--- config.mk ---
export PLATFORM = sky130hd
export DESIGN_NAME = clk_mode_seq
export DESIGN_NICKNAME = d
export VERILOG_FILES = /design/src/rtl/clk_mode_seq_pkg.sv /design/src/rtl/clk_mode_seq_ctrl.sv /design/src/rtl/clk_mode_seq_dp.sv /design/src/rtl/clk_mode_seq.sv
export SDC_FILE = /design/constraint.sdc
export NUM_CORES = 1
export LEC_CHECK = 0
export ABC_AREA = 1
export BUFFER_PORTS_ARGS = -buffer_cell sky130_fd_sc_hd__clkbuf_2
export CAP_MARGIN = 0
export CELL_PAD_IN_SITES_DETAIL_PLACEMENT = 0
export CELL_PAD_IN_SITES_GLOBAL_PLACEMENT = 1
export CORE_MARGIN = 2
export CORE_UTILIZATION = 36
export CTS_CLUSTER_DIAMETER = 40
export CTS_CLUSTER_SIZE = 12
export DETAILED_ROUTE_END_ITERATION = 8
export PLACE_DENSITY = 0.84
export SLEW_MARGIN = 20
export SYNTH_ARGS = -nofsm -noshare
export SYNTH_HDL_FRONTEND = slang
export SYNTH_SLANG_ARGS = --single-unit
--- constraint.sdc ---
create_clock -name clk -period 1.6 [get_ports clk]
set_input_delay 0.32 -clock clk [delete_from_list [all_inputs] [get_ports clk]]
set_output_delay 0.32 -clock clk [all_outputs]
set_load 0.005 [all_outputs]
--- src/rtl/clk_mode_seq_pkg.sv ---
package clk_mode_seq_pkg;

  localparam int NUM_MODES = 8;
  localparam int MODE_W    = 3;
  localparam int REQ_W     = 4;

  typedef enum logic [MODE_W-1:0] {
    FLL_INT = 3'd0,
    FLL_EXT = 3'd1,
    BYP_INT = 3'd2,
    BYP_EXT = 3'd3,
    LP_INT  = 3'd4,
    LP_EXT  = 3'd5,
    PLL_BYP = 3'd6,
    PLL_ENG = 3'd7
  } mode_e;

  typedef enum logic [1:0] {
    FAC_INT  = 2'd0,
    FAC_EXT  = 2'd1,
    FAC_SAFE = 2'd2
  } factor_sel_e;

  // control-to-datapath strobes
  typedef struct packed {
    logic        start;
    logic        loadTgt;
    mode_e       tgtVal;
    logic        loadHop;
    mode_e       hopVal;
    logic        commit;
    logic        finishOk;
    logic        finishErr;
    logic        waiting;
    logic        setFactor;
    factor_sel_e factorVal;
    logic        setClk;
    logic [1:0]  clkVal;
    logic        setIref;
    logic        irefVal;
    logic        setLp;
    logic        lpVal;
    logic        setPll;
    logic        pllVal;
    logic        setExt;
    logic        extVal;
  } strobe_t;

  // next legal hop; each row packs the hop for targets 7..0, 3 bits each
  function automatic mode_e routeHop(input mode_e cur, input mode_e tgt);
    logic [3*NUM_MODES-1:0] row;
    mode_e hop;
    case (cur)
      FLL_INT, FLL_EXT: row = {3'd3, 3'd3, 3'd3, 3'd2, 3'd3, 3'd2, 3'd1, 3'd0};
      BYP_INT:          row = {3'd3, 3'd3, 3'd3, 3'd4, 3'd3, 3'd2, 3'd1, 3'd0};
      BYP_EXT:          row = {3'd6, 3'd6, 3'd5, 3'd2, 3'd3, 3'd2, 3'd1, 3'd0};
      LP_INT:           row = {3'd2, 3'd2, 3'd2, 3'd4, 3'd2, 3'd2, 3'd2, 3'd2};
      LP_EXT:           row = {3'd6, 3'd6, 3'd5, 3'd3, 3'd3, 3'd3, 3'd3, 3'd3};
      PLL_BYP:          row = {3'd7, 3'd6, 3'd5, 3'd3, 3'd3, 3'd3, 3'd3, 3'd3};
      default:          row = {3'd7, 3'd6, 3'd6, 3'd6, 3'd6, 3'd6, 3'd6, 3'd6};
    endcase
    hop = FLL_INT;
    for (int t = 0; t < NUM_MODES; t++) begin
      if (t == int'(tgt)) hop = mode_e'(row[MODE_W*t +: MODE_W]);
    end
    return hop;
  endfunction

endpackage

--- src/rtl/clk_mode_seq_ctrl.sv ---
module clk_mode_seq_ctrl
  import clk_mode_seq_pkg::*;
(
  input  logic             clk,
  input  logic             rstN,
  input  logic             reqValid,
  input  logic [REQ_W-1:0] reqMode,
  input  logic             recoverReq,
  input  mode_e            curMode,
  input  mode_e            tgtMode,
  input  mode_e            hopMode,
  input  logic             ctlLowPwr,
  input  logic             ctlPllSel,
  input  logic [1:0]       ctlClkSel,
  input  logic [1:0]       stClk,
  input  logic             stIref,
  input  logic             stPllSrc,
  input  logic             stLock,
  input  logic             tmoHit,
  output strobe_t          stb
);

  typedef enum logic [4:0] {
    S_IDLE, S_ROUTE, S_COMMIT,
    S_FI_SET, S_FI_WREF, S_FI_WCLK,
    S_FE_SET, S_FE_WCLK,
    S_BI_SET, S_BI_WCLK, S_BI_WREF,
    S_BE_SET, S_BE_WCLK, S_BE_PLLOFF,
    S_LP_SET,
    S_PB_SET, S_PB_WCLK, S_PB_PLLON, S_PB_WSRC, S_PB_WLOCK,
    S_PE_SET, S_PE_WCLK,
    S_RC_LP, S_RC_CLK, S_RC_WCLK, S_RC_PLLOFF, S_RC_WSRC,
    S_RC_FEI, S_RC_WREF, S_RC_WCLK0
  } seq_state_e;

  seq_state_e state, nxt, waitNext;
  logic       isWait, waitCond;
  mode_e      hop;

  always_ff @(posedge clk) begin
    if (!rstN) state <= S_IDLE;
    else       state <= nxt;
  end

  always_comb begin
    stb      = '0;
    nxt      = state;
    isWait   = 1'b0;
    waitCond = 1'b0;
    waitNext = S_IDLE;
    hop      = routeHop(curMode, tgtMode);
    case (state)
      S_IDLE: begin
        if (recoverReq) begin
          stb.start   = 1'b1;
          stb.loadTgt = 1'b1;
          stb.tgtVal  = FLL_INT;
          nxt         = S_RC_LP;
        end else if (reqValid) begin
          if (int'(reqMode) >= NUM_MODES) begin
            stb.finishErr = 1'b1;
          end else begin
            stb.start   = 1'b1;
            stb.loadTgt = 1'b1;
            stb.tgtVal  = mode_e'(reqMode[MODE_W-1:0]);
            nxt         = S_ROUTE;
          end
        end
      end
      S_ROUTE: begin
        stb.loadHop = 1'b1;
        stb.hopVal  = hop;
        case (hop)
          FLL_INT: nxt = S_FI_SET;
          FLL_EXT: nxt = S_FE_SET;
          BYP_INT: nxt = S_BI_SET;
          BYP_EXT: nxt = S_BE_SET;
          LP_INT, LP_EXT: nxt = S_LP_SET;
          PLL_BYP: nxt = S_PB_SET;
          default: nxt = S_PE_SET;
        endcase
      end
      S_COMMIT: begin
        stb.commit = 1'b1;
        if (hopMode == tgtMode) begin
          stb.finishOk = 1'b1;
          nxt          = S_IDLE;
        end else begin
          nxt = S_ROUTE;
        end
      end
      // internal-reference FLL hop
      S_FI_SET: begin
        stb.setFactor = 1'b1; stb.factorVal = FAC_INT;
        stb.setClk = 1'b1;  stb.clkVal = 2'd0;
        stb.setIref = 1'b1; stb.irefVal = 1'b1;
        stb.setLp = 1'b1;   stb.lpVal = 1'b0;
        nxt = S_FI_WREF;
      end
      S_FI_WREF: begin isWait = 1'b1; waitCond = stIref;         waitNext = S_FI_WCLK; end
      S_FI_WCLK: begin isWait = 1'b1; waitCond = (stClk == 2'd0); waitNext = S_COMMIT;  end
      // external-reference FLL hop
      S_FE_SET: begin
        stb.setExt = 1'b1; stb.extVal = 1'b1;
        stb.setFactor = 1'b1; stb.factorVal = FAC_EXT;
        stb.setClk = 1'b1;  stb.clkVal = 2'd0;
        stb.setIref = 1'b1; stb.irefVal = 1'b0;
        nxt = S_FE_WCLK;
      end
      S_FE_WCLK: begin isWait = 1'b1; waitCond = (stClk == 2'd0); waitNext = S_COMMIT; end
      // bypassed, internal reference
      S_BI_SET: begin
        stb.setFactor = 1'b1; stb.factorVal = FAC_INT;
        stb.setLp = 1'b1;   stb.lpVal = 1'b0;
        stb.setClk = 1'b1;  stb.clkVal = 2'd1;
        stb.setIref = 1'b1; stb.irefVal = 1'b1;
        nxt = S_BI_WCLK;
      end
      S_BI_WCLK: begin isWait = 1'b1; waitCond = (stClk == 2'd1); waitNext = S_BI_WREF; end
      S_BI_WREF: begin isWait = 1'b1; waitCond = stIref;         waitNext = S_COMMIT;  end
      // bypassed, external reference
      S_BE_SET: begin
        stb.setExt = 1'b1; stb.extVal = 1'b1;
        stb.setFactor = 1'b1; stb.factorVal = FAC_EXT;
        stb.setLp = 1'b1;   stb.lpVal = 1'b0;
        stb.setClk = 1'b1;  stb.clkVal = 2'd2;
        stb.setIref = 1'b1; stb.irefVal = 1'b0;
        nxt = S_BE_WCLK;
      end
      S_BE_WCLK: begin isWait = 1'b1; waitCond = (stClk == 2'd2); waitNext = S_BE_PLLOFF; end
      S_BE_PLLOFF: begin
        stb.setPll = 1'b1; stb.pllVal = 1'b0;
        nxt = S_COMMIT;
      end
      // low-power hops never wait
      S_LP_SET: begin
        stb.setLp = 1'b1;  stb.lpVal = 1'b1;
        stb.setPll = 1'b1; stb.pllVal = 1'b0;
        nxt = S_COMMIT;
      end
      // PLL bypassed
      S_PB_SET: begin
        stb.setLp = 1'b1;  stb.lpVal = 1'b0;
        stb.setClk = 1'b1; stb.clkVal = 2'd2;
        nxt = S_PB_WCLK;
      end
      S_PB_WCLK: begin isWait = 1'b1; waitCond = (stClk == 2'd2); waitNext = S_PB_PLLON; end
      S_PB_PLLON: begin
        stb.setPll = 1'b1; stb.pllVal = 1'b1;
        nxt = S_PB_WSRC;
      end
      S_PB_WSRC:  begin isWait = 1'b1; waitCond = stPllSrc; waitNext = S_PB_WLOCK; end
      S_PB_WLOCK: begin isWait = 1'b1; waitCond = stLock;   waitNext = S_COMMIT;   end
      // PLL engaged
      S_PE_SET: begin
        stb.setClk = 1'b1; stb.clkVal = 2'd0;
        nxt = S_PE_WCLK;
      end
      S_PE_WCLK: begin isWait = 1'b1; waitCond = (stClk == 2'd3); waitNext = S_COMMIT; end
      // recovery
      S_RC_LP: begin
        if (ctlLowPwr) begin stb.setLp = 1'b1; stb.lpVal = 1'b0; end
        nxt = S_RC_CLK;
      end
      S_RC_CLK: begin
        if (ctlPllSel && ctlClkSel == 2'd0) begin
          stb.setClk = 1'b1; stb.clkVal = 2'd2;
          nxt = S_RC_WCLK;
        end else begin
          nxt = S_RC_PLLOFF;
        end
      end
      S_RC_WCLK: begin isWait = 1'b1; waitCond = (stClk == 2'd2); waitNext = S_RC_PLLOFF; end
      S_RC_PLLOFF: begin
        if (ctlPllSel) begin
          stb.setPll = 1'b1; stb.pllVal = 1'b0;
          nxt = S_RC_WSRC;
        end else begin
          nxt = S_RC_FEI;
        end
      end
      S_RC_WSRC: begin isWait = 1'b1; waitCond = !stPllSrc; waitNext = S_RC_FEI; end
      S_RC_FEI: begin
        stb.setFactor = 1'b1; stb.factorVal = FAC_SAFE;
        stb.setClk = 1'b1;  stb.clkVal = 2'd0;
        stb.setIref = 1'b1; stb.irefVal = 1'b1;
        stb.loadHop = 1'b1; stb.hopVal = FLL_INT;
        nxt = S_RC_WREF;
      end
      S_RC_WREF:  begin isWait = 1'b1; waitCond = stIref;         waitNext = S_RC_WCLK0; end
      S_RC_WCLK0: begin isWait = 1'b1; waitCond = (stClk == 2'd0); waitNext = S_COMMIT;   end
      default: nxt = S_IDLE;
    endcase

    if (isWait) begin
      if (waitCond) begin
        nxt = waitNext;
      end else if (tmoHit) begin
        stb.finishErr = 1'b1;
        nxt           = S_IDLE;
      end else begin
        stb.waiting = 1'b1;
      end
    end
  end


  lp_hop_no_wait_chk: assert property (@(posedge clk) disable iff (!rstN)
    (state == S_LP_SET) |=> (state == S_COMMIT));


  rc_pll_off_chk: assert property (@(posedge clk) disable iff (!rstN)
    (state == S_RC_FEI) |-> (!ctlPllSel && !ctlLowPwr));


  idle_not_waiting_chk: assert property (@(posedge clk) disable iff (!rstN)
    (state == S_IDLE) |-> !stb.waiting);

endmodule

--- src/rtl/clk_mode_seq_dp.sv ---
module clk_mode_seq_dp
  import clk_mode_seq_pkg::*;
#(
  parameter int               TMO_W       = 8,
  parameter int               FAC_W       = 2,
  parameter logic [FAC_W-1:0] INT_FACTOR  = 1,
  parameter logic [FAC_W-1:0] EXT_FACTOR  = 2,
  parameter logic [FAC_W-1:0] SAFE_FACTOR = 0
)(
  input  logic             clk,
  input  logic             rstN,
  input  strobe_t          stb,
  input  logic [TMO_W-1:0] tmoLimit,
  output mode_e            curMode,
  output mode_e            tgtMode,
  output mode_e            hopMode,
  output logic             tmoHit,
  output logic             busy,
  output logic             done,
  output logic             err,
  output logic [1:0]       clkSel,
  output logic             irefSel,
  output logic             lowPwr,
  output logic             pllSel,
  output logic             extRefEn,
  output logic [FAC_W-1:0] fllFactor
);

  logic [TMO_W-1:0] tmoCnt;
  logic [FAC_W-1:0] factorNext;

  always_comb begin
    case (stb.factorVal)
      FAC_EXT:  factorNext = EXT_FACTOR;
      FAC_SAFE: factorNext = SAFE_FACTOR;
      default:  factorNext = INT_FACTOR;
    endcase
  end

  assign tmoHit = (tmoCnt >= tmoLimit);

  always_ff @(posedge clk) begin
    if (!rstN) begin
      curMode   <= FLL_INT;
      tgtMode   <= FLL_INT;
      hopMode   <= FLL_INT;
      tmoCnt    <= '0;
      busy      <= 1'b0;
      done      <= 1'b0;
      err       <= 1'b0;
      clkSel    <= 2'd0;
      irefSel   <= 1'b1;
      lowPwr    <= 1'b0;
      pllSel    <= 1'b0;
      extRefEn  <= 1'b0;
      fllFactor <= INT_FACTOR;
    end else begin
      if (stb.loadTgt) tgtMode <= stb.tgtVal;
      if (stb.loadHop) hopMode <= stb.hopVal;
      if (stb.commit)  curMode <= hopMode;
      tmoCnt <= stb.waiting ? tmoCnt + 1'b1 : '0;
      if (stb.start) busy <= 1'b1;
      else if (stb.finishOk || stb.finishErr) busy <= 1'b0;
      done <= stb.finishOk;
      err  <= stb.finishErr;
      if (stb.setClk)    clkSel    <= stb.clkVal;
      if (stb.setIref)   irefSel   <= stb.irefVal;
      if (stb.setLp)     lowPwr    <= stb.lpVal;
      if (stb.setPll)    pllSel    <= stb.pllVal;
      if (stb.setExt)    extRefEn  <= stb.extVal;
      if (stb.setFactor) fllFactor <= factorNext;
    end
  end


  done_idle_chk: assert property (@(posedge clk) disable iff (!rstN)
    done |-> (!busy && !err));


  mode_moves_busy_chk: assert property (@(posedge clk) disable iff (!rstN)
    !$stable(curMode) |-> $past(busy));


  err_keeps_mode_chk: assert property (@(posedge clk) disable iff (!rstN)
    err |-> (curMode == $past(curMode)));


  tmo_idle_chk: assert property (@(posedge clk) disable iff (!rstN)
    !busy |-> (tmoCnt == '0));


  lp_pll_excl_chk: assert property (@(posedge clk) disable iff (!rstN)
    lowPwr |-> !pllSel);

endmodule

--- src/rtl/clk_mode_seq.sv ---
module clk_mode_seq
  import clk_mode_seq_pkg::*;
#(
  parameter int               TMO_W       = 8,
  parameter int               FAC_W       = 2,
  parameter logic [FAC_W-1:0] INT_FACTOR  = 1,
  parameter logic [FAC_W-1:0] EXT_FACTOR  = 2,
  parameter logic [FAC_W-1:0] SAFE_FACTOR = 0
)(
  input  logic             clk,
  input  logic             rstN,
  input  logic             reqValid,
  input  logic [3:0]       reqMode,
  input  logic             recoverReq,
  input  logic [TMO_W-1:0] tmoLimit,
  input  logic [1:0]       stClk,
  input  logic             stIref,
  input  logic             stPllSrc,
  input  logic             stLock,
  output logic             busy,
  output logic             done,
  output logic             err,
  output logic [2:0]       curMode,
  output logic [1:0]       clkSel,
  output logic             irefSel,
  output logic             lowPwr,
  output logic             pllSel,
  output logic             extRefEn,
  output logic [FAC_W-1:0] fllFactor
);

  strobe_t stb;
  mode_e   curM, tgtM, hopM;
  logic    tmoHit;

  clk_mode_seq_ctrl u_ctrl (
    .clk        (clk),
    .rstN       (rstN),
    .reqValid   (reqValid),
    .reqMode    (reqMode),
    .recoverReq (recoverReq),
    .curMode    (curM),
    .tgtMode    (tgtM),
    .hopMode    (hopM),
    .ctlLowPwr  (lowPwr),
    .ctlPllSel  (pllSel),
    .ctlClkSel  (clkSel),
    .stClk      (stClk),
    .stIref     (stIref),
    .stPllSrc   (stPllSrc),
    .stLock     (stLock),
    .tmoHit     (tmoHit),
    .stb        (stb)
  );

  clk_mode_seq_dp #(
    .TMO_W       (TMO_W),
    .FAC_W       (FAC_W),
    .INT_FACTOR  (INT_FACTOR),
    .EXT_FACTOR  (EXT_FACTOR),
    .SAFE_FACTOR (SAFE_FACTOR)
  ) u_dp (
    .clk       (clk),
    .rstN      (rstN),
    .stb       (stb),
    .tmoLimit  (tmoLimit),
    .curMode   (curM),
    .tgtMode   (tgtM),
    .hopMode   (hopM),
    .tmoHit    (tmoHit),
    .busy      (busy),
    .done      (done),
    .err       (err),
    .clkSel    (clkSel),
    .irefSel   (irefSel),
    .lowPwr    (lowPwr),
    .pllSel    (pllSel),
    .extRefEn  (extRefEn),
    .fllFactor (fllFactor)
  );

  assign curMode = curM;

endmodule

==> results by group <==
Run status
  • Status: finished with violations
  • Failing checks: setup timing

Clock network
  • Hold buffers post-CTS: 0
  • H-tree levels: 2
  • Clock root cell: clkbuf_8
  • Maximum clock insertion buffer count: 2
  • Clk_lat worst skew: 0.29 ns
  • CTS tree: built
  • Clock sinks: 33
  • CTS Buf Count: 5
  • Clock slew at reported path FFs: 0.08 ns

Worst setup path
  • Most used cell, CP: nand2_1
  • Reg2reg path depth: 12
  • Crit path capture type: flop
  • Data required, critical path: 1.77 ns
  • Reg2reg end: u_ctrl.state[1]
  • CP max-delay cell: dfxtp_4
  • Reg2reg start: u_ctrl.state[4]
  • Buffers & Inverters on Critical Path: 3
  • Startpoint types: flop
  • CP arrival: 1.92 ns
  • Cell family contributing the most delay on the critical path: simple AND/OR/NAND/NOR gates
  • Flop-to-flop setup slack: -0.15 ns
  • Critical path class: reg -> reg
  • Critical path's largest stage delay: 0.40 ns
  • Crit path max fanout: 5
  • Worst path cell trace: buf_6 > buf_4 > buf_4 > nor2_1 > o21ai_2 > nand2_1 > nor2_1 > nand4_1 > a21oi_1 > nand2_1 > nand2_1 > a21oi_2
  • Setup crit start: u_ctrl.state[4]

Placed design
  • Post-DP HPWL: 5.732 mm
  • Placed cell count: 576
  • GPL Wtd Cong: 0.9135
  • I/O Buffers: 34
  • DP Worst Slack: -0.2935 ns

GRT
  • Met2 Use GR: 0.3459
  • Layer with the highest usage: met2
  • Vias in the first global route: 2698
  • First-pass GRT wire length: 12.42 mm
  • Antenna violations before repair: 0
  • GRT Util Overall: 0.2109
  • GRT overflow: 0
  • Largest net degree at the start of global routing: 18
  • Met1 usage: 0.2880
  • Met3 usage: 0.03272

Logic synthesis
  • Most used DFF post-synth: dfxtp_1
  • Post-synthesis xor/xnor area fraction: 0.02194
  • EDFF count, synth: 0
  • Post-Synth Adder-Cell Area: 0.05225
  • Cell taking the most area after synthesis: dfxtp_1
  • Post-synthesis simple-gate area fraction: 0.4347
  • Compound-Gate Fraction of Synth Area: 0.1102
  • Synth async-reset ratio: 0
  • Commonest cells post-synth: nand2_1 (116), inv_1 (56), nor2_1 (48)
  • Synth warn: 0
  • Register bit total from synthesis: 33
  • Synth area leaders: dfxtp_1 (28%), nand2_1 (18%), inv_1 (8.8%)
  • Synthesized area per cell: 6.002 sq um
  • Multiplexer share of the synthesized area: 0
  • Largest family of logic cells by synthesized area: simple AND/OR/NAND/NOR gates
  • Sequential cell area fraction in the yosys report: 0.2759
  • Top cell type's share of synthesized area: 0.2759
  • Mapped Area: 2395 sq um
  • Synth Instances: 399
  • Cell with the most instances after synthesis: nand2_1
  • Synth cell types: 29
  • Synth Net Count: 430

Detailed routing
  • Via/cell ratio: 4.998
  • Post-route ant nets: 0
  • First-pass DRT Iterations: 5
  • DRT iter0 DRCs: 137
  • DRC: 0
  • Total number of vias: 2984
  • Post-Route WL: 7.905 mm
  • WL/cell: 13.24 microns

Timing
  • Max_slew headroom: 0.6489
  • Final worst setup slack: -0.1497 ns
  • Setup repair after global routing missed its margin: true
  • Final min period: 1.750 ns
  • Slew Viols, Final: 0
  • Worst Clk Skew: 0.008987 ns
  • Setup violators final: 18
  • FMAX: 571.5 MHz
  • Worst-Margin Slew: 0.5199 ns
  • Tcrit/Tclk final: 1.094
  • Final hold violations: 0

Die
  • Effective utilization at floorplan: 0.3750
  • Row cnt: 29
  • Core ar.: 6386 sq um
  • Die area: 7321 sq um
  • Die Span Y: 85.56 microns
  • I/O Pins: 35
  • Die Width: 85.56 microns

Pwr
  • Clock power share: 0.196
  • Pwr dens: 1317 nW/um^2
  • Sequential share of power: 0.239
  • Int Power: 2.787 mW
  • Sw frac: 0.4327
  • Leakage power: 1.915 nW
  • P_sw: 2.126 mW
  • Comb pwr share: 0.565
  • VDD IR max: 0.8514 mV

Worst hold path
  • Hold crit path type: in -> reg
  • Worst Hold End: u_dp.tgtMode[0]
  • Hold wc startpoint: reqMode[0]
  • Worst hold path depth: 3

Layout
  • Final Instance Count excl. Fillers: 597
  • Area grow syn2layout: 55.80%
  • Ant diodes: 0
  • Layout cells sized above 1: 0.3885
  • Fillers: 602
  • Final net count: 550

Job
  • Max-cap violations: 0
[power by group through the flow]
stage	registers (mW)	logic [mW]	clock network, mW
2_1_floorplan	1.09	1.26	0
3_3_place_gp	1.11	2.21	0
3_5_place_dp	1.12	2.22	0
4_1_cts	1.15	2.50	0.972
5_1_grt	1.19	3.04	1.00
6_report	1.17	2.78	0.965
[worst register-to-register path: cells and delay by family, from the launching register on]
family                 cells  cell delay, ns
and+or+nand+nor            6            0.61
DFF                        1            0.40
buffers and inverters      3            0.33
AOI/OAI and AO/OA          3            0.30
[kinds of logic (layout without fill, tap and decap cells)]
family,count (synthesis),count (layout)
compound gates,49,49
xor+xnor,6,6
fa+ha+maj,10,10
buf+inv,66,187
flops,33,33
simple gates,235,235
[metrics by stage]
stage                     setup TNS (ns)  utilization  hold WS [ns]  power [mW]  cell area [sq um]
final                             -1.530       0.5842        0.2571       4.913               3731
after global placement            -4.456       0.4986        0.4532       3.320               3184
after detailed placement          -4.279       0.4986        0.4653       3.331               3184
after global routing              -3.706       0.5842        0.2769       5.242               3731
after floorplan                        0            -        0.4297       2.343               2400
after CTS                         -1.793       0.5509        0.2554       4.625               3518
[routing by layer]
layer | up-vias | share of wire
li1 | 1530 | -
met3 | 15 | 0.047
met5 | - | 0
met1 | 1355 | 0.48
met4 | 0 | 0.016
met2 | 84 | 0.46
[flip-flops by register name, indices dropped and copies added, names as in the netlist, 2 cells and up]
signal          count
u_ctrl.state        5
u_dp.clkSel         2
u_dp.fllFactor      2
u_dp.tmoCnt         8
u_dp.hopMode        3
u_dp.curMode        3
u_dp.tgtMode        3
[cell type report]
class,count,area [sq um],area share
multi-input combinational,300,1765,0.4732
timing repair buffer,120,827.0,0.2217
inverter,59,229.0,0.06137
clock buffer,5,68.82,0.01844
sequential,33,679.4,0.1821
clock inverter,3,65.06,0.01744
tap,77,96.34,0.02582
[placed cells by master, fill, tap and decap left out, types with 5 or more instances in the layout]
cell	instances
nand4_1	13
nand2_4	6
a21oi_1	25
nand3_1	30
nor2_2	13
nor2_4	10
ha_1	8
nor2_1	29
nor3_2	5
buf_4	83
clkbuf_8	5
clkbuf_2	34
inv_2	5
inv_1	50
nand2_1	104
o21ai_0	10
nand3_2	5
dfxtp_1	28
nand2_2	9
dfxtp_4	5
[worst max-delay path by stage]
stage	endpoint	slack, ns	depth (start not counted)
global placement	u_dp.tmoCnt[2]	-0.31	13
CTS	u_dp.tmoCnt[2]	-0.19	13
floorplan	u_dp.fllFactor[0]	0.06	10
finish	u_ctrl.state[1]	-0.15	12
detailed placement	u_dp.tmoCnt[5]	-0.29	13
global route	u_ctrl.state[1]	-0.24	12
[what timing repair did]
item	CTS	global route
gates resized for setup	49	44
pin swaps	15	15
endpoints found under the setup margin	27	28
buffers inserted	5	8
(Power assumes the default switching activity.)
